### src/rtl/stn8_pkg.sv
package stn8_pkg;
   localparam int unsigned GRP_PIX     = 8;
   localparam int unsigned SUB_PER_PIX = 3;
   localparam int unsigned GRP_BITS    = GRP_PIX * SUB_PER_PIX;
   localparam int unsigned BUS_W       = 8;
   localparam int unsigned GRP_BYTES   = GRP_BITS / BUS_W;
   localparam int unsigned PH_W        = $clog2(GRP_PIX);

   typedef logic [GRP_BITS-1:0]    grp_t;
   typedef logic [SUB_PER_PIX-1:0] rgb_t;
   typedef logic [BUS_W-1:0]       byte_t;
   typedef logic [PH_W-1:0]        phase_t;

   typedef enum logic [1:0] {
      SLOT_B0 = 2'd0,
      SLOT_B1 = 2'd1,
      SLOT_B2 = 2'd2
   } slot_e;

   // byte carried on the bus during a given output phase
   function automatic slot_e slot_of(phase_t ph);
      if (ph < phase_t'(3))      return SLOT_B0;
      else if (ph < phase_t'(6)) return SLOT_B1;
      else                       return SLOT_B2;
   endfunction

   // phases in which the shift clock is high (3/3/2 spacing)
   function automatic logic edge_phase(phase_t ph);
      return (ph == phase_t'(1)) || (ph == phase_t'(4)) || (ph == phase_t'(7));
   endfunction
endpackage

### src/rtl/stn8_timing.sv
module stn8_timing #(
   parameter int unsigned HW = 7,
   parameter int unsigned VW = 10
) (
   input  logic          clk,
   input  logic          rst,
   input  logic [HW-1:0] cfg_htotal,
   input  logic [HW-1:0] cfg_hdisp,
   input  logic [VW-1:0] cfg_vtotal,
   input  logic [VW-1:0] cfg_vdisp,
   output logic [HW+2:0] hcnt,
   output logic [VW-1:0] vcnt,
   output logic          fetch_act,
   output logic          out_act,
   output logic          grp_last,
   output logic          line_pulse,
   output logic          frame_pulse,
   output logic          acinv
);
   localparam int unsigned HCW = HW + 3;
   localparam int unsigned CW  = HW + 5;

   logic [HW-1:0] ht_q, hdp_q;
   logic [VW-1:0] vt_q, vdp_q;
   logic [CW-1:0] hc_ext, fetch_end, out_end;
   logic          line_end, last_line, vis_line;

   assign hc_ext    = {2'b00, hcnt};
   assign fetch_end = {2'b00, hdp_q, 3'b000} + CW'(8);
   assign out_end   = fetch_end + CW'(8);
   assign line_end  = (hcnt == {ht_q, 3'b111});
   assign last_line = (vcnt == vt_q);
   assign vis_line  = (vcnt <= vdp_q);

   assign fetch_act   = vis_line && (hc_ext < fetch_end);
   assign out_act     = vis_line && (hc_ext >= CW'(8)) && (hc_ext < out_end);
   assign grp_last    = fetch_act && (hcnt[2:0] == 3'd7);
   assign line_pulse  = (hc_ext == out_end);
   assign frame_pulse = line_pulse && (vcnt == '0);

   always_ff @(posedge clk) begin
      if (rst) begin
         hcnt  <= '0;
         vcnt  <= '0;
         acinv <= 1'b0;
         ht_q  <= cfg_htotal;
         hdp_q <= cfg_hdisp;
         vt_q  <= cfg_vtotal;
         vdp_q <= cfg_vdisp;
      end else if (line_end) begin
         hcnt <= '0;
         if (last_line) begin
            vcnt  <= '0;
            acinv <= ~acinv;
            ht_q  <= cfg_htotal;
            hdp_q <= cfg_hdisp;
            vt_q  <= cfg_vtotal;
            vdp_q <= cfg_vdisp;
         end else begin
            vcnt <= vcnt + VW'(1);
         end
      end else begin
         hcnt <= hcnt + HCW'(1);
      end
   end
endmodule

### src/rtl/stn8_collect.sv
module stn8_collect
   import stn8_pkg::*;
(
   input  logic clk,
   input  logic rst,
   input  logic take,
   input  rgb_t rgb,
   input  logic grp_last,
   output grp_t grp_full
);
   localparam int unsigned CNTW = $clog2(GRP_PIX + 1);

   logic [CNTW-1:0] cnt;
   grp_t            acc;
   grp_t            merged;

   for (genvar i = 0; i < GRP_PIX; i++) begin : g_slot
      localparam int unsigned MSB = GRP_BITS - 1 - SUB_PER_PIX * i;
      logic hit;
      assign hit = take && (cnt == CNTW'(i));
      assign merged[MSB -: SUB_PER_PIX] = hit ? rgb : acc[MSB -: SUB_PER_PIX];
   end

   assign grp_full = merged;

   always_ff @(posedge clk) begin
      if (rst) begin
         acc <= '0;
         cnt <= '0;
      end else if (grp_last) begin
         acc <= '0;
         cnt <= '0;
      end else begin
         acc <= merged;
         if (take) cnt <= cnt + CNTW'(1);
      end
   end
endmodule

### src/rtl/stn8_serial.sv
module stn8_serial
   import stn8_pkg::*;
#(
   parameter bit BLANK_HOLD = 1'b0
) (
   input  logic   clk,
   input  logic   rst,
   input  logic   load,
   input  grp_t   grp_in,
   input  logic   out_act,
   input  phase_t phase,
   output logic   shift,
   output byte_t  data
);
   grp_t  out_q;
   byte_t cur;
   slot_e sel;

   assign sel   = slot_of(phase);
   assign cur   = out_q[(GRP_BYTES - 1 - int'(sel)) * BUS_W +: BUS_W];
   assign shift = out_act && edge_phase(phase);

   always_ff @(posedge clk) begin
      if (rst)       out_q <= '0;
      else if (load) out_q <= grp_in;
   end

   if (BLANK_HOLD) begin : g_hold
      byte_t hold_q;
      always_ff @(posedge clk) begin
         if (rst)          hold_q <= '0;
         else if (out_act) hold_q <= cur;
      end
      assign data = out_act ? cur : hold_q;
   end else begin : g_zero
      assign data = out_act ? cur : '0;
   end
endmodule

### src/rtl/stn8_color_if.sv
module stn8_color_if
   import stn8_pkg::*;
#(
   parameter int unsigned HW         = 7,
   parameter int unsigned VW         = 10,
   parameter bit          BLANK_HOLD = 1'b0
) (
   input  logic          clk,
   input  logic          rst,
   input  logic [HW-1:0] cfg_htotal,
   input  logic [HW-1:0] cfg_hdisp,
   input  logic [VW-1:0] cfg_vtotal,
   input  logic [VW-1:0] cfg_vdisp,
   input  logic          pix_valid,
   input  logic [2:0]    pix_rgb,
   output logic          pix_ready,
   output logic          o_line,
   output logic          o_frame,
   output logic          o_acinv,
   output logic          o_shift,
   output logic [7:0]    o_data
);
   if (HW < 2) begin : g_bad_hw
      $error("stn8_color_if: HW must be at least 2");
   end
   if (VW < 1) begin : g_bad_vw
      $error("stn8_color_if: VW must be at least 1");
   end
   if (GRP_BITS % BUS_W != 0) begin : g_bad_pack
      $error("stn8_color_if: group bits must fill whole bytes");
   end

   logic [HW+2:0] hcnt;
   logic [VW-1:0] vcnt;
   logic          fetch_act, out_act, grp_last, take;
   grp_t          grp_full;

   stn8_timing #(.HW(HW), .VW(VW)) u_timing (
      .clk        (clk),
      .rst        (rst),
      .cfg_htotal (cfg_htotal),
      .cfg_hdisp  (cfg_hdisp),
      .cfg_vtotal (cfg_vtotal),
      .cfg_vdisp  (cfg_vdisp),
      .hcnt       (hcnt),
      .vcnt       (vcnt),
      .fetch_act  (fetch_act),
      .out_act    (out_act),
      .grp_last   (grp_last),
      .line_pulse (o_line),
      .frame_pulse(o_frame),
      .acinv      (o_acinv)
   );

   assign pix_ready = fetch_act && !rst;
   assign take      = pix_ready && pix_valid;

   stn8_collect u_collect (
      .clk     (clk),
      .rst     (rst),
      .take    (take),
      .rgb     (pix_rgb),
      .grp_last(grp_last),
      .grp_full(grp_full)
   );

   stn8_serial #(.BLANK_HOLD(BLANK_HOLD)) u_serial (
      .clk    (clk),
      .rst    (rst),
      .load   (grp_last),
      .grp_in (grp_full),
      .out_act(out_act),
      .phase  (hcnt[2:0]),
      .shift  (o_shift),
      .data   (o_data)
   );
endmodule

### config.mk
export PLATFORM = sky130hd
export DESIGN_NAME = stn8_color_if
export DESIGN_NICKNAME = d
export VERILOG_FILES = /design/src/rtl/stn8_pkg.sv /design/src/rtl/stn8_timing.sv /design/src/rtl/stn8_collect.sv /design/src/rtl/stn8_serial.sv /design/src/rtl/stn8_color_if.sv
export SDC_FILE = /design/constraint.sdc
export NUM_CORES = 1
export LEC_CHECK = 0
export CORE_MARGIN = 2
export CORE_UTILIZATION = 40
export DETAILED_ROUTE_END_ITERATION = 12
export GPL_TIMING_DRIVEN = 0
export PLACE_DENSITY = 0.56
export SETUP_SLACK_MARGIN = 0.5
export SYNTH_ARGS = -nofsm -noshare
export SYNTH_HDL_FRONTEND = slang
export SYNTH_HIERARCHICAL = 1
export SYNTH_SLANG_ARGS = --single-unit
### constraint.sdc
create_clock -name clk -period 9.52 [get_ports clk]
set_input_delay 1.904 -clock clk [delete_from_list [all_inputs] [get_ports clk]]
set_output_delay 1.904 -clock clk [all_outputs]
set_load 0.005 [all_outputs]
### After elaboration in Yosys (flattened, before gate mapping)

Index checks and enable logic that the tools add are counted.

| operators by class | value |
|---|---|
| reduce and logical (&&, ||, !) cells | 27 |
| add/subtract/negate cells | 6 |
| shift operators | 1 |
| order comparisons | 6 |
| bitwise operators | 1 |
| multiplexer cells | 24 |
| equality and inequality tests | 13 |

Operators by type and width:

| operator | count |
|---|---|
| $mux W10 | 7 |
| $mux W7 | 6 |
| $shiftx A24 B33 Y8 | 1 |
| $lt A10 B12 Y1 | 2 |
| $mux W3 | 8 |
| $add A10 B1 Y10 const B | 2 |
| $eq A10 B10 Y1 | 2 |
| $eq A4 B3 Y1 const B | 4 |
| $logic_and A1 B1 Y1 | 16 |
| $add A12 B4 Y12 const B | 1 |
| $eq A10 B12 Y1 | 1 |
| $add A10 B4 Y11 const B | 1 |
| $ge A10 B4 Y1 const B | 1 |
| $le A10 B10 Y1 | 1 |
| $logic_not A10 Y1 | 1 |
| $eq A4 B2 Y1 const B | 2 |
| $mux W8 | 1 |
| $eq A3 B3 Y1 const B | 2 |
| $add A4 B1 Y4 const B | 1 |
| $eq A4 B1 Y1 const B | 1 |
| $logic_not A4 Y1 | 1 |
| $mux W2 | 2 |
| $reduce_and A2 Y1 | 2 |
| $reduce_bool A2 Y1 | 2 |
| other kinds (8) | 10 |

| storage, ports and cells | value |
|---|---|
| flip-flop bits (word level) | 107 |
| word-level logic and storage cells | 88 |
| input bits | 40 |
| output and inout bits | 13 |

### Longest topological paths before layout

Gate-level depths: netlist of the first run.

| depth | value |
|---|---|
| depth after elaboration | 7 |
| depth in mapped cells | 16 |
| depth with buffers taken out | 13 |

### By module

Netlist of the first run, hierarchy kept.

By module, submodules not included:

| module | sequential area each (um^2) | area each (um^2) | times used | cells an instance |
|---|---|---|---|---|
| stn8_timing | 1441.4 | 3120.5 | 1 | 297 |
| stn8_collect | 560.5 | 1667.8 | 1 | 144 |
| stn8_serial | 480.5 | 1081.0 | 1 | 108 |
| stn8_color_if | 0.0 | 15.0 | 1 | 2 |

### Worst setup path before layout of the first run

OpenSTA, ideal clock, no wires.

| timing | value |
|---|---|
| kind | reg-to-output |
| start point | register u_timing.hdp_q[0] |
| end point | output o_data[0] |
| data required time | 7616 ps |
| stages on the path, launching flop included | 14 |
| buffers on the path | 1 |
| slack | 4960 ps |
| arrival | 2656 ps |
| path through | edfxtp_1 > clkbuf_1 > inv_1 > ha_1 > nor3_1 > xor2_1 > ha_1 > a21o_1 > a21oi_1 > a21oi_1 > o22ai_1 > and3_1 > o21ai_0 > a21oi_1 |

| on the way | value |
|---|---|
| word-level cells in the longest chain between the ends | 5 |

Ends and longest elaborated chain:

| item | RTL line | text |
|---|---|---|
| from (decl) | stn8_timing.sv:23 | `logic [HW-1:0] ht_q, hdp_q;` |
| from (signal assigned) | stn8_timing.sv:47 | `hdp_q <= cfg_hdisp;` |
| from (signal assigned) | stn8_timing.sv:56 | `hdp_q <= cfg_hdisp;` |
| $add A10 B4 Y11 | stn8_timing.sv:29 | `assign fetch_end = {2'b00, hdp_q, 3'b000} + CW'(8);` |
| $add A12 B4 Y12 | stn8_timing.sv:30 | `assign out_end = fetch_end + CW'(8);` |
| $lt A10 B12 Y1 | stn8_timing.sv:36 | `assign out_act = vis_line && (hc_ext >= CW'(8)) && (hc_ext < out_end);` |
| $logic_and A1 B1 Y1 | stn8_timing.sv:36 |  |
| named net out_act | stn8_color_if.sv:35 | `logic fetch_act, out_act, grp_last, take;` |
| $mux W8 | stn8_serial.sv:36 | `assign data = out_act ? cur : '0;` |
| to (decl) | stn8_color_if.sv:21 | `output logic [7:0] o_data` |

The timed path passes the listed nets, and every way through them passes these cells.

### Worst setup path after layout of the first run

| timing | value |
|---|---|
| start point | register u_timing.hdp_q[0] |
| end point | output o_data[1] |

The elaborated chain is that of the path after synthesis.

==> impl_summary.log, run 1 <==
[metrics] status: complete, no violations
[metrics] number of endpoints with negative hold slack in the final report: 0
[metrics] fraction of layout instances using a drive strength above 1: 0.139
[metrics] CTS hold repair buffers: 0
[metrics] height of the die: 125 um
[metrics] TritonCTS buffer count: 9
[metrics] number of synthesis warnings: 6
[metrics] Max stage delay on crit path: 0.53 ns
[metrics] count of distinct cell types in the synthesized netlist: 61
[metrics] # fillers: 1376
[metrics] Power Internal: approximately 750 uW
[metrics] Placement Rows: 44
[metrics] switching part of the total: 0.248
[metrics] Setup Total Neg Slack: 0 ns
[metrics] first-pass GRT wire length: 22.0 mm
[metrics] data arrival time of the worst path: 4.21 ns
[metrics] First-pass DRT Iterations: 4
[metrics] GP Congestion: 0.802
[metrics] Antenna Diode Count: 0
[metrics] worst slack at placement: 3.83 ns
[metrics] least setup slack across all paths after layout: approximately 3.4 ns
[metrics] drt total wl: 13.1 mm
[metrics] overall global routing resource usage: 0.175
[metrics] unrepaired setup endpoints after global routing: no
[metrics] buffers inserted during post-CTS setup optimization: 0
[metrics] portion of total power attributed to the clock network: 0.386
[metrics] vias after detailed routing: 4207
[metrics] number of max-capacitance violations reported: 0
[metrics] Cell Area, Synth: 5880 sq um
[metrics] master cell of the clock root buffer: sky130_fd_sc_hd__clkbuf_16
[metrics] Max Transition Viols Final: 0
[metrics] area of the die: 15700 sq um
[metrics] top_reg_cell synth: sky130_fd_sc_hd__dfxtp_1
[metrics] worst skew pair latency: 0.35 ns
[metrics] Routed wire per std cell: around 16 um
[metrics] Final Cycle Share: 0.643
[metrics] maximum fanout count along the critical path: 9
[metrics] I/O pin cnt: 53
[metrics] Worst path slowest cell: sky130_fd_sc_hd__clkdlybuf4s50_1
[metrics] number of clock sinks: 107
[metrics] Comb power frac: 0.111
[metrics] most common library cell in the layout ignoring fill and taps: sky130_fd_sc_hd__dfxtp_1
[metrics] buffers from clock root to sink, at most: 2
[metrics] number of enable flip-flop cells after synthesis: 34
[metrics] Worst Hold Class: reg2reg
[metrics] Worst EP required: 7.62 ns
[metrics] largest net degree at the start of global routing: 36
[metrics] Worst Skew: 0.00840 ns
[metrics] leak pwr: roughly 2.9 nW
[metrics] area added between synthesis and finish: 18.4%
[metrics] post-route cell area: 6970 sq um
[metrics] Worst Max-Slew Pin Slew: 1.00 ns
[metrics] count of port buffers added during placement: 52
[metrics] Worst VDD drop: 0.000113 V
[metrics] Net Count, Synth: 625
[metrics] proportion of synthesized flip-flops having asynchronous set or reset: 0
[metrics] worst-path cell chain: clkbuf_1 > inv_1 > ha_1 > nor3_1 > o21ai_1 > nor2_1 > xnor2_1 > ha_1 > nand2_1 > a21oi_1 > o22ai_1 > and3_1 > o21ai_0 > a21oi_1 > clkdlybuf4s50_1
[metrics] width of the die: about 130 um
[metrics] Seq cells post-synth: ~110
[metrics] First DRT Iteration DRCs: 227
[metrics] FF-to-FF Start: u_timing/hdp_q[1]$_DFFE_PP_
[metrics] commonest cells after routing, fill and taps aside: sky130_fd_sc_hd__dfxtp_1, sky130_fd_sc_hd__mux2i_1, sky130_fd_sc_hd__clkdlybuf4s50_1
[metrics] maximum clock frequency: 0.163 GHz
[metrics] Hold Path Origin: u_serial/out_q[22]$_SDFFE_PP0P_
[metrics] Routed Antenna Nets: 0
[metrics] crit path from: u_timing/hdp_q[0]$_DFFE_PP_
[metrics] critical path start-end classification: reg2out
[metrics] overall overflow remaining after global route: 0
[metrics] number of global-route vias before repair: roughly 4300
[metrics] number of cells upsized or downsized after cts: 0
[metrics] Post-Syn Area per Cell: around 11 sq um
[metrics] number of non-filler instances in the completed layout: 804
[metrics] Worst-path clk slew: 0.07 ns
[metrics] worst max-slew margin expressed relative to the limit: 0.325
[metrics] nature of the critical path endpoint: output pin
[metrics] number of nets in the final layout: about 700
[metrics] number of antenna violations at the first check in global routing: 0
[metrics] instance count after placement with tap cells included: ~800
[metrics] area of the placeable core: 14500 sq um
[metrics] startpoint type of the worst setup path: flip-flop
[metrics] detailed placement HPWL: 9.49 mm
[metrics] sequential cell area fraction in the yosys report: 0.422
[metrics] final worst path period need: 6.12 ns
[metrics] starting density of the core: 0.406
[metrics] Placed Instance Area: 6670 sq um
[metrics] clock tree from TritonCTS: built
[metrics] synthesized instance count: 551
[metrics] deepest level of the CTS H-tree: 3
[metrics] sequential group share of total power: 0.504
[metrics] Pwr per Cell Area: 143 nW/um^2
[metrics] switching component of the power: 246 uW
[metrics] routed vias/inst: 5.23
[metrics] number of remaining DRC errors: 0
[metrics] final setup violating endpoints: 0
==> per-layer routing <==
metal	GRT usage	vias to the layer above	part of all wire
met2	0.297	74	0.47
met3	0.0364	20	0.035
met5	0	-	0
li1	-	2115	-
met1	0.223	1998	0.47
met4	0.0595	0	0.023
==> sequential cells by signal (all words and copies together), names as in the netlist <==
signal          cells
u_timing/hcnt      10
u_timing/hdp_q      7
u_timing/acinv      1
u_serial/out_q     24
u_collect/cnt       4
u_timing/vdp_q     10
u_timing/vcnt      10
u_timing/ht_q       7
u_collect/acc      24
u_timing/vt_q      10
==> power groups by stage <==
stage / sequential, mW / combinational [mW] / clock [mW]
after floorplan: 0.507 / 0.0702 / 0
after global placement: 0.511 / 0.106 / 0
after detailed placement: 0.511 / 0.110 / 0
after CTS: 0.500 / 0.111 / 0.395
after global routing: 0.502 / 0.123 / 0.415
final: 0.500 / 0.110 / 0.383
==> worst max-delay path, delay by kind of cell, from the launching register on <==
| family | cells | cell delay [ns] |
|---|---|---|
| AND/OR/NAND/NOR | 4 | 0.99 |
| buffers and inverters | 3 | 0.92 |
| AO/OA/AOI/OAI | 5 | 0.73 |
| adder cells (fa/ha/maj) | 2 | 0.65 |
| flip-flops | 1 | 0.41 |
| XOR/XNOR | 1 | 0.16 |
==> cells by family after synthesis <==
family	count (synthesis)	share of synthesized area
buffers and inverters	57	0.0506
AO/OA/AOI/OAI	56	0.0649
adder cells (fa/ha/maj)	34	0.0723
flip-flops	107	0.422
XOR/XNOR	37	0.0563
AND/OR/NAND/NOR	177	0.185
multiplexers	83	0.149
==> layout make-up <==
class / count / area, sq um / share of cell area
inverters: 24 / 90.1 / 0.0129
flip-flops and latches: 107 / 2480 / 0.356
plain buffers: 33 / 208 / 0.0298
well taps: 184 / 230 / 0.0330
clock inverters: 7 / 76.3 / 0.0110
multi-input cells: 387 / 3120 / 0.447
clock buffers: 9 / 225 / 0.0323
repair buffers: 53 / 541 / 0.0776
==> worst paths after layout <==
kind,endpoint,slack (ns),depth (start not counted)
min reg2reg,u_serial/out_q[22]$_SDFFE_PP0P_,0.50,2
max reg2reg,u_serial/out_q[18]$_SDFFE_PP0P_,5.77,15
min,u_serial/out_q[22]$_SDFFE_PP0P_,0.50,2
max,o_data[1],3.40,15
==> synthesized netlist by cell type (all sizes together), types with 3 or more instances <==
library cell / n / area [sq um]
a21o: 9 / 75.1
a21oi: 16 / 80.1
and3: 14 / 88.8
buf: 21 / 160
clkbuf: 12 / 47.6
dfxtp: 73 / 1460
edfxtp: 34 / 1020
ha: 34 / 425
inv: 24 / 90.1
mux2: 26 / 304
mux2i: 57 / 571
nand2: 13 / 51.3
nand3: 17 / 85.1
nand3b: 3 / 22.5
nand4: 7 / 43.8
nand4b: 9 / 104
nand4bb: 3 / 33.8
nor2: 46 / 173
nor2b: 6 / 37.5
nor3: 9 / 45.0
nor3b: 4 / 30.0
nor4: 7 / 43.8
o21ai: 11 / 58.8
o22ai: 3 / 18.8
o311ai: 5 / 43.8
or3b: 27 / 236
xnor2: 22 / 200
xor2: 15 / 131
==> through the flow <==
| step | utilization | power [mW] | hold slack (ns) |
|---|---|---|---|
| final | 0.481 | 0.993 | 0.497 |
| after global routing | 0.481 | 1.04 | 0.519 |
| after CTS | 0.481 | 1.01 | 0.499 |
| after detailed placement | 0.460 | 0.621 | 0.481 |
| after global placement | 0.458 | 0.617 | 0.474 |
| after floorplan | - | 0.577 | 0.455 |
No activity file was read; power rests on OpenSTA's default activity.
==> run 2: changes to the inputs <==
PLACE_DENSITY = 0.58   (was 0.56)
clock period = 5.6 ns   (was 9.52 ns; I/O delays follow)
==> impl_summary.log, run 2 (same netlist as run 1, synthesis figures left out) <==
[metrics] maximum fanout count along the critical path: 8 (-1)
[metrics] First-pass DRT Iterations: 4 (unchanged)
[metrics] drt total wl: 13.0 mm (-1.1%)
[metrics] GP Congestion: 0.806 (+0.51%)
[metrics] number of max-capacitance violations reported: 0 (unchanged)
[metrics] TritonCTS buffer count: 9 (unchanged)
[metrics] CTS hold repair buffers: 0 (unchanged)
[metrics] Worst EP required: 4.48 ns (-3.14 ns)
[metrics] vias after detailed routing: 4209 (+0.048%)
[metrics] cell count of the worst reg-to-reg path: 15 (unchanged)
[metrics] depth of the critical timing path with buffers and inverters included: 15 (unchanged)
[metrics] commonest cells after routing, fill and taps aside: sky130_fd_sc_hd__dfxtp_1, sky130_fd_sc_hd__mux2i_1, sky130_fd_sc_hd__clkdlybuf4s50_1
[metrics] worst max-slew margin expressed relative to the limit: 0.279 (-0.0458)
[metrics] last element of the critical path: o_data[3]
[metrics] overall global routing resource usage: 0.168 (-0.00669)
[metrics] number of nets in the final layout: 690 (+0.15%)
[metrics] Worst Hold Class: reg2reg
[metrics] final setup violating endpoints: 0 (unchanged)
[metrics] clock tree from TritonCTS: built
[metrics] routed vias/inst: 5.23 (about the same)
[metrics] status: complete, no violations
[metrics] detailed placement HPWL: 9.65 mm (+1.6%)
[metrics] Worst VDD drop: 0.000156 V (+39%)
[metrics] cell mode on critical path: sky130_fd_sc_hd__a21oi_1
[metrics] worst skew pair latency: 0.35 ns (about the same)
[metrics] fraction of layout instances using a drive strength above 1: 0.142 (+0.00300)
[metrics] first-pass GRT wire length: 21.1 mm (-4.1%)
[metrics] Antenna Diode Count: 0 (unchanged)
[metrics] worst setup slack for register-to-register paths: 1.72 ns (-4.05 ns)
[metrics] area of the placeable core: 14500 sq um (unchanged)
[metrics] number of global-route vias before repair: 4230 (-2.1%)
[metrics] startpoint type of the worst setup path: flip-flop
[metrics] leak pwr: 2.94 nW (+0.61%)
[metrics] final worst path period need: just under 5 ns
[metrics] sequential group share of total power: 0.498 (-0.006)
[metrics] Worst path slowest cell: sky130_fd_sc_hd__clkdlybuf4s50_1
[metrics] number of clock sinks: 107 (unchanged)
[metrics] number of endpoints with negative hold slack in the final report: 0 (unchanged)
[metrics] Placement Rows: 44 (unchanged)
[metrics] FF-to-FF Start: u_timing/hdp_q[1]$_DFFE_PP_
[metrics] Setup Total Neg Slack: 0 ns (unchanged)
[metrics] critical path start-end classification: reg2out
[metrics] Comb power frac: 0.110 (about the same)
[metrics] starting density of the core: 0.406 (unchanged)
[metrics] portion of total power attributed to the clock network: 0.392 (+0.006)
[metrics] overall overflow remaining after global route: 0 (unchanged)
[metrics] First DRT Iteration DRCs: 241 (+6.2%)
[metrics] width of the die: 125 um (unchanged)
[metrics] data arrival time of the worst path: 3.77 ns (-0.44 ns)
[metrics] number of remaining DRC errors: 0 (unchanged)
[metrics] area of the die: 15700 sq um (unchanged)
[metrics] unrepaired setup endpoints after global routing: no
[metrics] critical register-to-register path endpoint: u_serial/out_q[19]$_SDFFE_PP0P_
[metrics] Worst-path clk slew: 0.07 ns (about the same)
[metrics] Finished Core Util: 0.484 (+0.00259)
[metrics] area added between synthesis and finish: 19.1%
[metrics] master cell of the clock root buffer: sky130_fd_sc_hd__clkbuf_16
[metrics] I/O pin cnt: 53 (unchanged)
[metrics] largest net degree at the start of global routing: 36 (unchanged)
[metrics] Power Internal: 1.31 mW (+76%)
[metrics] total chip power: 1.71 mW (+72%)
[metrics] Worst Max-Slew Pin Slew: 1.07 ns (+0.0681 ns)
[metrics] Largest regs: u_collect/acc: 24 flops, u_serial/out_q: 24 flops
[metrics] worst-path cell chain: clkbuf_4 > inv_1 > ha_1 > nor3_2 > xor2_1 > ha_1 > a21o_1 > a21oi_1 > a21oi_1 > o22ai_1 > and3_4 > buf_4 > o21ai_0 > a21oi_1 > clkdlybuf4s50_1
[metrics] number of antenna violations at the first check in global routing: 0 (unchanged)
[metrics] combined buffer and inverter count along the critical path: 4 (+1)
[metrics] nature of the critical path endpoint: output pin
[metrics] # fillers: 1340 (-2.6%)
[metrics] Max stage delay on crit path: 0.53 ns (about the same)
[metrics] Worst Hold Depth: 2 (unchanged)
[metrics] deepest level of the CTS H-tree: 3 (unchanged)
[metrics] Worst Skew: 0.00713 ns (-0.00128 ns)
[metrics] Final Cycle Share: 0.873
[metrics] switching component of the power: 396 uW (+61%)
[metrics] buffers from clock root to sink, at most: 2 (unchanged)
[metrics] Routed wire per std cell: 16.1 um (-1.2%)
[metrics] most common library cell in the layout ignoring fill and taps: sky130_fd_sc_hd__dfxtp_1
[metrics] height of the die: 125 um (unchanged)
[metrics] switching part of the total: 0.232 (-0.0162)
[metrics] crit path from: u_timing/hdp_q[0]$_DFFE_PP_
[metrics] Pwr per Cell Area: 244 nW/um^2 (+71%)
[metrics] Routed Antenna Nets: 0 (unchanged)
[metrics] Max Transition Viols Final: 0 (unchanged)
[metrics] delay-heaviest family, CP: buffers and inverters
[metrics] maximum clock frequency: 0.205 GHz
[metrics] count of port buffers added during placement: 52 (unchanged)
## run 2: cell count changes in the layout (fill, tap and decap cells not counted), sizes merged
cell	delta
clkinvlp	-1
clkbuf	+2
buf	+1
inv	-2
bufinv	+1
## run 2: cell type report
class	count	area, sq um	area share
clock inverters	5	77.6	0.0111
inverters	24	90.1	0.0129
repair buffers	54	548	0.0782
multi-input cells	387	3130	0.447
flip-flops and latches	107	2480	0.354
plain buffers	33	211	0.0302
well taps	184	230	0.0329
clock buffers	11	233	0.0332
## run 2: worst min-delay path by stage
stage                                 endpoint                            start  slack [ns]
6_report       u_serial/out_q[18]$_SDFFE_PP0P_  u_serial/out_q[18]$_SDFFE_PP0P_        0.50
5_1_grt         u_serial/out_q[3]$_SDFFE_PP0P_   u_serial/out_q[3]$_SDFFE_PP0P_        0.52
4_1_cts        u_serial/out_q[16]$_SDFFE_PP0P_  u_serial/out_q[16]$_SDFFE_PP0P_        0.50
3_5_place_dp   u_serial/out_q[16]$_SDFFE_PP0P_  u_serial/out_q[16]$_SDFFE_PP0P_        0.49
3_3_place_gp   u_serial/out_q[20]$_SDFFE_PP0P_  u_serial/out_q[20]$_SDFFE_PP0P_        0.47
2_1_floorplan  u_serial/out_q[16]$_SDFFE_PP0P_  u_serial/out_q[16]$_SDFFE_PP0P_        0.45
## run 2: layer usage
metal  wire (um)  vias up  track usage
li1            -     2120            -
met1        5820     1978        0.208
met2        6370       90        0.289
met3         484       21       0.0355
met4         282        0       0.0647
met5           0        -            0
## run 2: worst register-to-register path: cells and delay by family (launching register included)
family / cells / cell delay [ns]
buffers and inverters: 2 / 0.34
muxes: 2 / 0.46
adders and majority gates: 2 / 0.61
and+or+nand+nor: 5 / 0.96
DFF: 1 / 0.48
xor gates and xnor gates: 1 / 0.31
AOI/OAI and AO/OA: 3 / 0.63
## run 2: what timing repair did
action	in CTS	in global routing
buffers inserted	0	1
endpoints found under the setup margin	9	9
pin swaps	0	1
resized for setup	2	5
## run 2: power groups by stage
stage               clock, mW  combinational [mW]  sequential [mW]
floorplan                   0               0.119            0.861
global placement            0               0.179            0.869
detailed placement          0               0.186            0.868
CTS                     0.692               0.187            0.851
global route            0.724               0.207            0.854
finish                  0.669               0.187            0.851
## run 2: stage by stage
stage | area, sq um | worst slack, ns | cells | hold WS (ns)
floorplan | 5880 | 1.82 | 551 | 0.455
global placement | 6640 | 0.722 | 787 | 0.471
detailed placement | 6670 | 0.701 | 788 | 0.486
CTS | 6980 | 0.547 | 804 | 0.502
global route | 7010 | 0.513 | 805 | 0.518
finish | 7010 | 0.714 | 805 | 0.499
